$ cat src/rtl/assoc_cache_pkg.sv
package assoc_cache_pkg;

  typedef enum logic [2:0] {
    ST_LOOK,
    ST_EVICT,
    ST_FILL,
    ST_FINISH,
    ST_WTHRU
  } cache_state_e;

  function automatic int unsigned width_min1(input int unsigned v);
    return (v > 1) ? $clog2(v) : 1;
  endfunction

endpackage

$ cat src/rtl/cache_addr_split.sv
module cache_addr_split #(
  parameter int ADDR_W = 8,
  parameter int OFF_W  = 1,
  parameter int SET_W  = 2,
  parameter int TAG_W  = 5
) (
  input  logic [ADDR_W-1:0] addr,
  output logic [OFF_W-1:0]  off,
  output logic [SET_W-1:0]  set,
  output logic [TAG_W-1:0]  tag
);

  function automatic logic [OFF_W-1:0] f_off(input logic [ADDR_W-1:0] a);
    return a[OFF_W-1:0];
  endfunction

  function automatic logic [SET_W-1:0] f_set(input logic [ADDR_W-1:0] a);
    return SET_W'(a >> OFF_W);
  endfunction

  function automatic logic [TAG_W-1:0] f_tag(input logic [ADDR_W-1:0] a);
    return TAG_W'(a >> (OFF_W + SET_W));
  endfunction

  assign off = f_off(addr);
  assign set = f_set(addr);
  assign tag = f_tag(addr);

endmodule

$ cat src/rtl/cache_tag_match.sv
module cache_tag_match #(
  parameter int WAYS  = 2,
  parameter int TAG_W = 5,
  parameter int WAY_W = 1
) (
  input  logic                       clk,
  input  logic                       rst_n,
  input  logic [WAYS-1:0]            way_valid,
  input  logic [WAYS-1:0][TAG_W-1:0] way_tag,
  input  logic [TAG_W-1:0]           req_tag,
  output logic [WAYS-1:0]            hit_vec,
  output logic                       any_hit,
  output logic [WAY_W-1:0]           hit_way,
  output logic                       free_any,
  output logic [WAY_W-1:0]           free_way
);

  // one comparator per way, all evaluated in parallel
  genvar gw;
  generate
    for (gw = 0; gw < WAYS; gw++) begin : g_cmp
      assign hit_vec[gw] = way_valid[gw] && (way_tag[gw] == req_tag);
    end
  endgenerate

  // descending scan so the lowest index wins
  always_comb begin
    hit_way  = '0;
    free_way = '0;
    for (int w = WAYS - 1; w >= 0; w--) begin
      if (hit_vec[w])    hit_way  = WAY_W'(w);
      if (!way_valid[w]) free_way = WAY_W'(w);
    end
  end

  assign any_hit  = |hit_vec;
  assign free_any = ~&way_valid;

  // the controller never installs the same tag twice in a set
  p_single_match_r2: assert property (@(posedge clk) disable iff (!rst_n)
    $onehot0(hit_vec));

endmodule

$ cat src/rtl/cache_lru.sv
module cache_lru #(
  parameter int WAYS  = 2,
  parameter int SETS  = 4,
  parameter int SET_W = 2,
  parameter int WAY_W = 1
) (
  input  logic             clk,
  input  logic             rst_n,
  input  logic             touch_en,
  input  logic [SET_W-1:0] touch_set,
  input  logic [WAY_W-1:0] touch_way,
  input  logic [SET_W-1:0] look_set,
  output logic [WAY_W-1:0] lru_way
);

  generate
    if (WAYS > 1) begin : g_rank
      // rank 0 = least recent, WAYS-1 = most recent; a permutation per set
      logic [WAY_W-1:0] rank_q [SETS][WAYS];

      always_ff @(posedge clk) begin
        if (!rst_n) begin
          for (int s = 0; s < SETS; s++)
            for (int w = 0; w < WAYS; w++)
              rank_q[s][w] <= WAY_W'(w);
        end else if (touch_en) begin
          for (int w = 0; w < WAYS; w++) begin
            if (WAY_W'(w) == touch_way)
              rank_q[touch_set][w] <= WAY_W'(WAYS - 1);
            else if (rank_q[touch_set][w] > rank_q[touch_set][touch_way])
              rank_q[touch_set][w] <= rank_q[touch_set][w] - 1'b1;
          end
        end
      end

      always_comb begin
        lru_way = '0;
        for (int w = 0; w < WAYS; w++)
          if (rank_q[look_set][w] == '0) lru_way = WAY_W'(w);
      end

      // a used way becomes the most recent of its set
      p_touch_mru_r8: assert property (@(posedge clk) disable iff (!rst_n)
        touch_en |=> rank_q[$past(touch_set)][$past(touch_way)] == WAY_W'(WAYS - 1));
    end else begin : g_direct
      logic unused_in;
      assign unused_in = ^{touch_en, touch_set, touch_way, look_set, clk, rst_n};
      assign lru_way   = '0;
    end
  endgenerate

endmodule

$ cat src/rtl/assoc_cache_ctrl.sv
module assoc_cache_ctrl
  import assoc_cache_pkg::*;
#(
  parameter int WAYS       = 2,
  parameter int LINES      = 8,
  parameter int LINE_BYTES = 2,
  parameter int ADDR_W     = 8,
  parameter int WRITE_BACK = 1,
  parameter int CNT_W      = 16
) (
  input  logic                    clk,
  input  logic                    rst_n,
  input  logic                    cpu_req,
  input  logic                    cpu_we,
  input  logic [ADDR_W-1:0]       cpu_addr,
  input  logic [7:0]              cpu_wdata,
  output logic [7:0]              cpu_rdata,
  output logic                    cpu_ready,
  output logic                    cpu_hit,
  output logic                    mem_req,
  output logic                    mem_we,
  output logic [ADDR_W-1:0]       mem_addr,
  output logic [8*LINE_BYTES-1:0] mem_wdata,
  input  logic [8*LINE_BYTES-1:0] mem_rdata,
  input  logic                    mem_ack,
  output logic [CNT_W-1:0]        hit_count,
  output logic [CNT_W-1:0]        miss_count
);

  localparam int  SETS    = LINES / WAYS;
  localparam int  OFF_W   = $clog2(LINE_BYTES);
  localparam int  SET_W   = $clog2(SETS);
  localparam int  TAG_W   = ADDR_W - OFF_W - SET_W;
  localparam int  BLK_W   = 8 * LINE_BYTES;
  localparam int  WAY_W   = width_min1(WAYS);
  localparam int  LIDX_W  = $clog2(LINES);
  localparam bit  WB_MODE = (WRITE_BACK != 0);

  // ---------------- arithmetic helpers ----------------
  function automatic logic [LIDX_W-1:0] line_of(input logic [SET_W-1:0] s,
                                                input logic [WAY_W-1:0] w);
    return LIDX_W'(int'(s) * WAYS + int'(w));
  endfunction

  function automatic logic [7:0] get_byte(input logic [BLK_W-1:0] blk,
                                          input logic [OFF_W-1:0] o);
    return blk[8*int'(o) +: 8];
  endfunction

  function automatic logic [BLK_W-1:0] put_byte(input logic [BLK_W-1:0] blk,
                                                input logic [OFF_W-1:0] o,
                                                input logic [7:0]       b);
    logic [BLK_W-1:0] r;
    r = blk;
    r[8*int'(o) +: 8] = b;
    return r;
  endfunction

  function automatic logic [ADDR_W-1:0] line_addr(input logic [TAG_W-1:0] t,
                                                  input logic [SET_W-1:0] s);
    return {t, s, {OFF_W{1'b0}}};
  endfunction

  // ---------------- storage ----------------
  logic [TAG_W-1:0] tag_q  [LINES];
  logic [BLK_W-1:0] data_q [LINES];
  logic [LINES-1:0] valid_q;
  logic [LINES-1:0] dirty_q;

  cache_state_e     state, state_d;
  logic [WAY_W-1:0] way_q;
  logic             was_hit_q;

  // ---------------- address decode ----------------
  logic [OFF_W-1:0] req_off;
  logic [SET_W-1:0] req_set;
  logic [TAG_W-1:0] req_tag;

  cache_addr_split #(
    .ADDR_W(ADDR_W), .OFF_W(OFF_W), .SET_W(SET_W), .TAG_W(TAG_W)
  ) u_split (
    .addr(cpu_addr), .off(req_off), .set(req_set), .tag(req_tag)
  );

  // ---------------- parallel lookup ----------------
  logic [WAYS-1:0]            set_valid;
  logic [WAYS-1:0][TAG_W-1:0] set_tags;
  logic [WAYS-1:0]            hit_vec;
  logic                       any_hit, free_any;
  logic [WAY_W-1:0]           hit_way, free_way, lru_way;

  always_comb begin
    for (int w = 0; w < WAYS; w++) begin
      set_valid[w] = valid_q[line_of(req_set, WAY_W'(w))];
      set_tags[w]  = tag_q[line_of(req_set, WAY_W'(w))];
    end
  end

  cache_tag_match #(
    .WAYS(WAYS), .TAG_W(TAG_W), .WAY_W(WAY_W)
  ) u_match (
    .clk(clk), .rst_n(rst_n),
    .way_valid(set_valid), .way_tag(set_tags), .req_tag(req_tag),
    .hit_vec(hit_vec), .any_hit(any_hit), .hit_way(hit_way),
    .free_any(free_any), .free_way(free_way)
  );

  // ---------------- victim choice and events ----------------
  logic [WAY_W-1:0]  v_way;
  logic [LIDX_W-1:0] v_line;
  logic              victim_dirty;
  logic [WAY_W-1:0]  cur_way;
  logic [LIDX_W-1:0] cur_line;

  logic ev_lookup, ev_hit, ev_miss, ev_store_commit;
  logic ev_evict_done, ev_fill_done, ev_wt_done, ev_touch;
  logic hit_done, finish_done;

  assign v_way        = free_any ? free_way : lru_way;
  assign v_line       = line_of(req_set, v_way);
  assign victim_dirty = valid_q[v_line] && dirty_q[v_line];

  assign cur_way  = (state == ST_LOOK) ? (any_hit ? hit_way : v_way) : way_q;
  assign cur_line = line_of(req_set, cur_way);

  assign ev_lookup       = (state == ST_LOOK) && cpu_req;
  assign ev_hit          = ev_lookup && any_hit;
  assign ev_miss         = ev_lookup && !any_hit;
  assign ev_touch        = ev_lookup;
  assign ev_store_commit = cpu_we && (ev_hit || (state == ST_FINISH));
  assign ev_evict_done   = (state == ST_EVICT) && mem_ack;
  assign ev_fill_done    = (state == ST_FILL) && mem_ack;
  assign ev_wt_done      = (state == ST_WTHRU) && mem_ack;

  cache_lru #(
    .WAYS(WAYS), .SETS(SETS), .SET_W(SET_W), .WAY_W(WAY_W)
  ) u_lru (
    .clk(clk), .rst_n(rst_n),
    .touch_en(ev_touch), .touch_set(req_set),
    .touch_way(any_hit ? hit_way : v_way),
    .look_set(req_set), .lru_way(lru_way)
  );

  // ---------------- next state ----------------
  always_comb begin
    state_d = state;
    unique case (state)
      ST_LOOK:
        if (cpu_req) begin
          if (any_hit) state_d = (cpu_we && !WB_MODE) ? ST_WTHRU : ST_LOOK;
          else         state_d = victim_dirty ? ST_EVICT : ST_FILL;
        end
      ST_EVICT:  if (mem_ack) state_d = ST_FILL;
      ST_FILL:   if (mem_ack) state_d = ST_FINISH;
      ST_FINISH: state_d = (cpu_we && !WB_MODE) ? ST_WTHRU : ST_LOOK;
      ST_WTHRU:  if (mem_ack) state_d = ST_LOOK;
      default:   state_d = ST_LOOK;
    endcase
  end

  // ---------------- state and arrays ----------------
  always_ff @(posedge clk) begin
    if (!rst_n) begin
      state      <= ST_LOOK;
      way_q      <= '0;
      was_hit_q  <= 1'b0;
      valid_q    <= '0;
      dirty_q    <= '0;
      hit_count  <= '0;
      miss_count <= '0;
      for (int l = 0; l < LINES; l++) begin
        tag_q[l]  <= '0;
        data_q[l] <= '0;
      end
    end else begin
      state <= state_d;
      if (ev_hit) begin
        hit_count <= hit_count + 1'b1;
        way_q     <= hit_way;
        was_hit_q <= 1'b1;
      end
      if (ev_miss) begin
        miss_count <= miss_count + 1'b1;
        way_q      <= v_way;
        was_hit_q  <= 1'b0;
      end
      if (ev_evict_done) dirty_q[cur_line] <= 1'b0;
      if (ev_fill_done) begin
        data_q[cur_line]  <= mem_rdata;
        tag_q[cur_line]   <= req_tag;
        valid_q[cur_line] <= 1'b1;
        dirty_q[cur_line] <= 1'b0;
      end
      if (ev_store_commit) begin
        data_q[cur_line] <= put_byte(data_q[cur_line], req_off, cpu_wdata);
        if (WB_MODE) dirty_q[cur_line] <= 1'b1;
      end
    end
  end

  // ---------------- outputs ----------------
  assign hit_done    = ev_hit && (!cpu_we || WB_MODE);
  assign finish_done = (state == ST_FINISH) && (!cpu_we || WB_MODE);

  assign cpu_ready = hit_done || finish_done || ev_wt_done;
  assign cpu_hit   = hit_done || (ev_wt_done && was_hit_q);
  assign cpu_rdata = get_byte(data_q[cur_line], req_off);

  assign mem_req   = (state == ST_EVICT) || (state == ST_FILL) || (state == ST_WTHRU);
  assign mem_we    = (state != ST_FILL);
  assign mem_addr  = (state == ST_EVICT) ? line_addr(tag_q[cur_line], req_set)
                                         : line_addr(req_tag, req_set);
  assign mem_wdata = data_q[cur_line];

  // ---------------- assertions ----------------
  // a refill never overwrites a modified line
  p_no_dirty_refill_r6: assert property (@(posedge clk) disable iff (!rst_n)
    (state == ST_FILL) |-> !(valid_q[cur_line] && dirty_q[cur_line]));

  // memory request held steady until acknowledged
  p_mem_hold_r6: assert property (@(posedge clk) disable iff (!rst_n)
    (mem_req && !mem_ack) |=> (mem_req && $stable(mem_addr) && $stable(mem_we)));

  // a miss never completes in its lookup cycle
  p_miss_stall_r3: assert property (@(posedge clk) disable iff (!rst_n)
    ev_miss |-> !cpu_ready);

  // each miss advances the miss counter by one
  p_miss_cnt_r11: assert property (@(posedge clk) disable iff (!rst_n)
    ev_miss |=> (miss_count == $past(miss_count) + 1'b1));

  generate
    if (!WB_MODE) begin : g_wt_chk
      // lines stay clean and every store goes to memory
      p_wt_clean_r9: assert property (@(posedge clk) disable iff (!rst_n)
        dirty_q == '0);
      p_wt_store_mem_r9: assert property (@(posedge clk) disable iff (!rst_n)
        ev_store_commit |=> (state == ST_WTHRU));
    end
  endgenerate

endmodule

$ cat config.mk
export PLATFORM = sky130hd
export DESIGN_NAME = assoc_cache_ctrl
export DESIGN_NICKNAME = d
export VERILOG_FILES = /design/src/rtl/assoc_cache_pkg.sv /design/src/rtl/cache_addr_split.sv /design/src/rtl/cache_tag_match.sv /design/src/rtl/cache_lru.sv /design/src/rtl/assoc_cache_ctrl.sv
export SDC_FILE = /design/constraint.sdc
export NUM_CORES = 1
export LEC_CHECK = 0
export ABC_AREA = 1
export BUFFER_PORTS_ARGS = -buffer_cell sky130_fd_sc_hd__buf_2
export CAP_MARGIN = 15
export CORE_MARGIN = 2
export CORE_UTILIZATION = 30
export DETAILED_ROUTE_END_ITERATION = 8
export PLACE_DENSITY = 0.53
export REMOVE_ABC_BUFFERS = 1
export SLEW_MARGIN = 20
export SYNTH_ARGS = -nofsm -noshare
export SYNTH_HDL_FRONTEND = slang
export SYNTH_SLANG_ARGS = --single-unit
$ cat constraint.sdc
create_clock -name clk -period 3.5 [get_ports clk]
set_input_delay 0.35 -clock clk [delete_from_list [all_inputs] [get_ports clk]]
set_output_delay 0.35 -clock clk [all_outputs]
set_load 0.005 [all_outputs]
==> metrics.csv <==
stage,metric,value,unit
sta,min_period,3.36,ns
finish,fin_area,0.0140,mm^2
grt,first_global_vias,9758,
grt,antenna_found_initial,0,
critical_path,critPathKind,flop to primary output,
clock_tree,cts_buffers,26,
synthesis,yosys_register_bits,227,
pwr,total_power,0.00687,W
floorplan,core_area,0.0387,mm^2
drt,vias_per_cell,5.15,
synthesis,synth_edf_count,175,
place,gp_congestion,0.881,
drt,dr.pass1.iters,5,
critical_path,r2r_end,tag_q[4][4],
grt,grt_pass1_wl,56500,um
synthesis,syn_inst,1361,
critical_path,cp.required,3.15,ns
synthesis,syn-cell-area,0.0118,mm^2
synthesis,ys_async_sr_fraction,0,%
critical_path,startpoint_type,flop,
pwr,power.density,491,mW/mm^2
finish,final_cell_mix,"316 x nand2_1, 175 x edfxtp_1, 148 x a21oi_1",
drt,vias,10300,
drt,wl_per_cell,18.7,um
drt,route.detailed.drc,0,
job,drv_cap,0,
sta,fmax,297,MHz
clock_tree,cts_tree,yes,
sta,setup_tns,0,ns
finish,diodes,0,
finish,finish.utilization,36.1,%
drt,drt_iter0_drc,886,
synthesis,avgSynthCellArea,8.67,um^2
floorplan,chipWidth,202,um
sta,period_share,96.1,%
synthesis,yosysWarnings,0,
floorplan,die_height,202,um
finish,final_nets,1509,
grt,grt_max_degree,65,
grt,grt_overflow,0,
min_path,hold_path.class,input pin to flop,
min_path,min_to,hit_count[2],
critical_path,crit_arrival,3.01,ns
sta,finalHoldViolations,0,
clock_tree,htree_levels,1,
sta,rsz0062_at_grt,yes,
finish,drive_gt1_share,18.8,%
synthesis,yosysUniqueCellTypes,45,
floorplan,num_rows,72,
clock_tree,clkTransAtPathRegs,0.06,ns
clock_tree,cts_hold_buf,0,
place,port_buffers,103,
critical_path,r2r_cells,10,
clock_tree,cts_sinks,227,
critical_path,cp_max_fo,22,
clock_tree,cts_buffer_depth,3,
critical_path,end_kind,primary output,
sta,setup_viol,0,
place,dpl.hpwl,23300,um
clock_tree,cts-root-buf,clkbuf_16,
grt,grtUsageTotal,17.6,%
clock_tree,worstSkewPairLatency,0.54,ns
min_path,whs_path_depth,3,
outcome,status,finished clean,
synthesis,ys_seq_area_share,53.4,%
sta,whs,0.187,ns
finish,area_growth,18.6,%
sta,worst_pin_slew,1.11,ns
drt,ant_nets,0,
sta,relSlewSlack,26.1,%
synthesis,ys.flop_type,edfxtp_1,
critical_path,reg2reg_from,state[0],
pwr,leakage,5.75,nW
sta,finalClockSkew,0.0128,ns
place,place_area,0.0130,mm^2
min_path,hp-start,rst_n,
floorplan,start_util,30.5,%
floorplan,ios,105,
floorplan,die-area,0.0409,mm^2
critical_path,r2r_slack,0.55,ns
pwr,vdd_drop_max,0.000307,V
finish,final_common_cell,nand2_1,
drt,wirelength,37500,um
sta,report.final.slew_viol_count,0,
## power breakdown
part / internal [W] / switching (W)
logic: 0.000333 / 0.000730
clock network: 0.00162 / 0.00110
registers: 0.00302 / 0.0000517
total: 0.00498 / 0.00188
## cell usage after synthesis (2+ instances only)
| library cell | n | share of area [%] |
|---|---|---|
| o22ai_1 | 12 | 0.64 |
| a221oi_1 | 2 | 0.15 |
| ha_1 | 6 | 0.64 |
| nor2_2 | 3 | 0.16 |
| nand3_2 | 3 | 0.25 |
| nand4_1 | 71 | 3.8 |
| buf_2 | 17 | 0.72 |
| o21ai_1 | 2 | 0.085 |
| edfxtp_1 | 175 | 45 |
| o21ai_0 | 38 | 1.6 |
| xor2_1 | 2 | 0.15 |
| nand2_1 | 317 | 10 |
| a32oi_1 | 2 | 0.15 |
| a31oi_1 | 3 | 0.16 |
| nor3_1 | 21 | 0.89 |
| nor2_4 | 2 | 0.19 |
| a21oi_2 | 24 | 1.8 |
| inv_2 | 5 | 0.16 |
| a211oi_1 | 2 | 0.13 |
| nand3_1 | 108 | 4.6 |
| nor2_1 | 135 | 4.3 |
| clkbuf_1 | 30 | 0.95 |
| buf_6 | 12 | 1.1 |
| nor3b_1 | 5 | 0.32 |
| dfxtp_1 | 52 | 8.8 |
| nand2_4 | 6 | 0.57 |
| inv_1 | 80 | 2.5 |
| nand2_2 | 38 | 2.0 |
| buf_4 | 8 | 0.51 |
| o21a_1 | 2 | 0.13 |
| nor4_1 | 5 | 0.27 |
| buf_1 | 11 | 0.35 |
| a21oi_1 | 150 | 6.4 |
## registers in the layout (all words and copies together), names as in the netlist
name	flops
u_lru.g_rank.rank_q	8
hit_count	16
data_q	128
dirty_q	8
valid_q	8
way_q	1
state	2
tag_q	40
miss_count	16
## timing repair
| action | 4_1_cts | 5_1_grt |
|---|---|---|
| buffers inserted | 0 | 5 |
| gates resized for setup | 0 | 6 |
| endpoints found under the setup margin | 0 | 12 |
## logic make-up (layout without fill, tap and decap cells)
family,count (synthesis),after routing,share of synthesized area (%)
adders and majority gates,6,6,0.636
AOI/OAI and AO/OA,241,241,11.5
DFF,227,227,53.4
xor gates and xnor gates,3,3,0.223
other,1,1,0.0318
buffers and inverters,164,287,6.44
and+or+nand+nor,719,719,27.8
## per-stage QoR
step / worst slack (ns) / std cells
floorplan: -1.10 / 1283
global placement: 0.268 / 1949
detailed placement: 0.241 / 1949
CTS: 0.0859 / 1995
global route: -0.00678 / 2002
finish: 0.136 / 2002
## critical path, cell delays in order, from the launching register on
cell	delay, ns
dfxtp_1	0.33
inv_1	0.12
ha_1	0.42
inv_1	0.21
nand2_4	0.26
nand2_8	0.16
clkbuf_16	0.24
nand3_1	0.08
nand2_1	0.05
nor2_1	0.16
nand2_1	0.15
nand2_1	0.09
nand2_1	0.06
buf_2	0.12
## metal layers
layer  up-vias  global-route usage [%]  wire length (um)
met2       391                    29.0             17700
met3        66                    2.05              2330
li1       4934                       -                 -
met4         0                    6.28               917
met5         -                       0                 0
met1      4920                    23.8             16500
## worst max-delay path by stage
stage,depth (start not counted),from,end,slack [ns]
3_3_place_gp,20,cpu_addr[2],cpu_rdata[0],0.27
5_1_grt,18,tag_q[3][3],mem_addr[5],-0.007
3_5_place_dp,20,cpu_addr[1],cpu_rdata[1],0.24
4_1_cts,13,state[0],cpu_rdata[1],0.09
6_report,13,state[0],cpu_rdata[1],0.14
2_1_floorplan,14,cpu_addr[2],data_q[5][0],-1.10
## area by class of cell
class | count | area [um^2]
inverters | 86 | 325
well taps | 518 | 648
flip-flops and latches | 227 | 6300
clock inverters | 13 | 140
multi-input cells | 970 | 4790
repair buffers | 155 | 1100
fillers | 4032 | 24700
clock buffers | 33 | 698
Note: power is estimated with default switching activity, not from simulation.
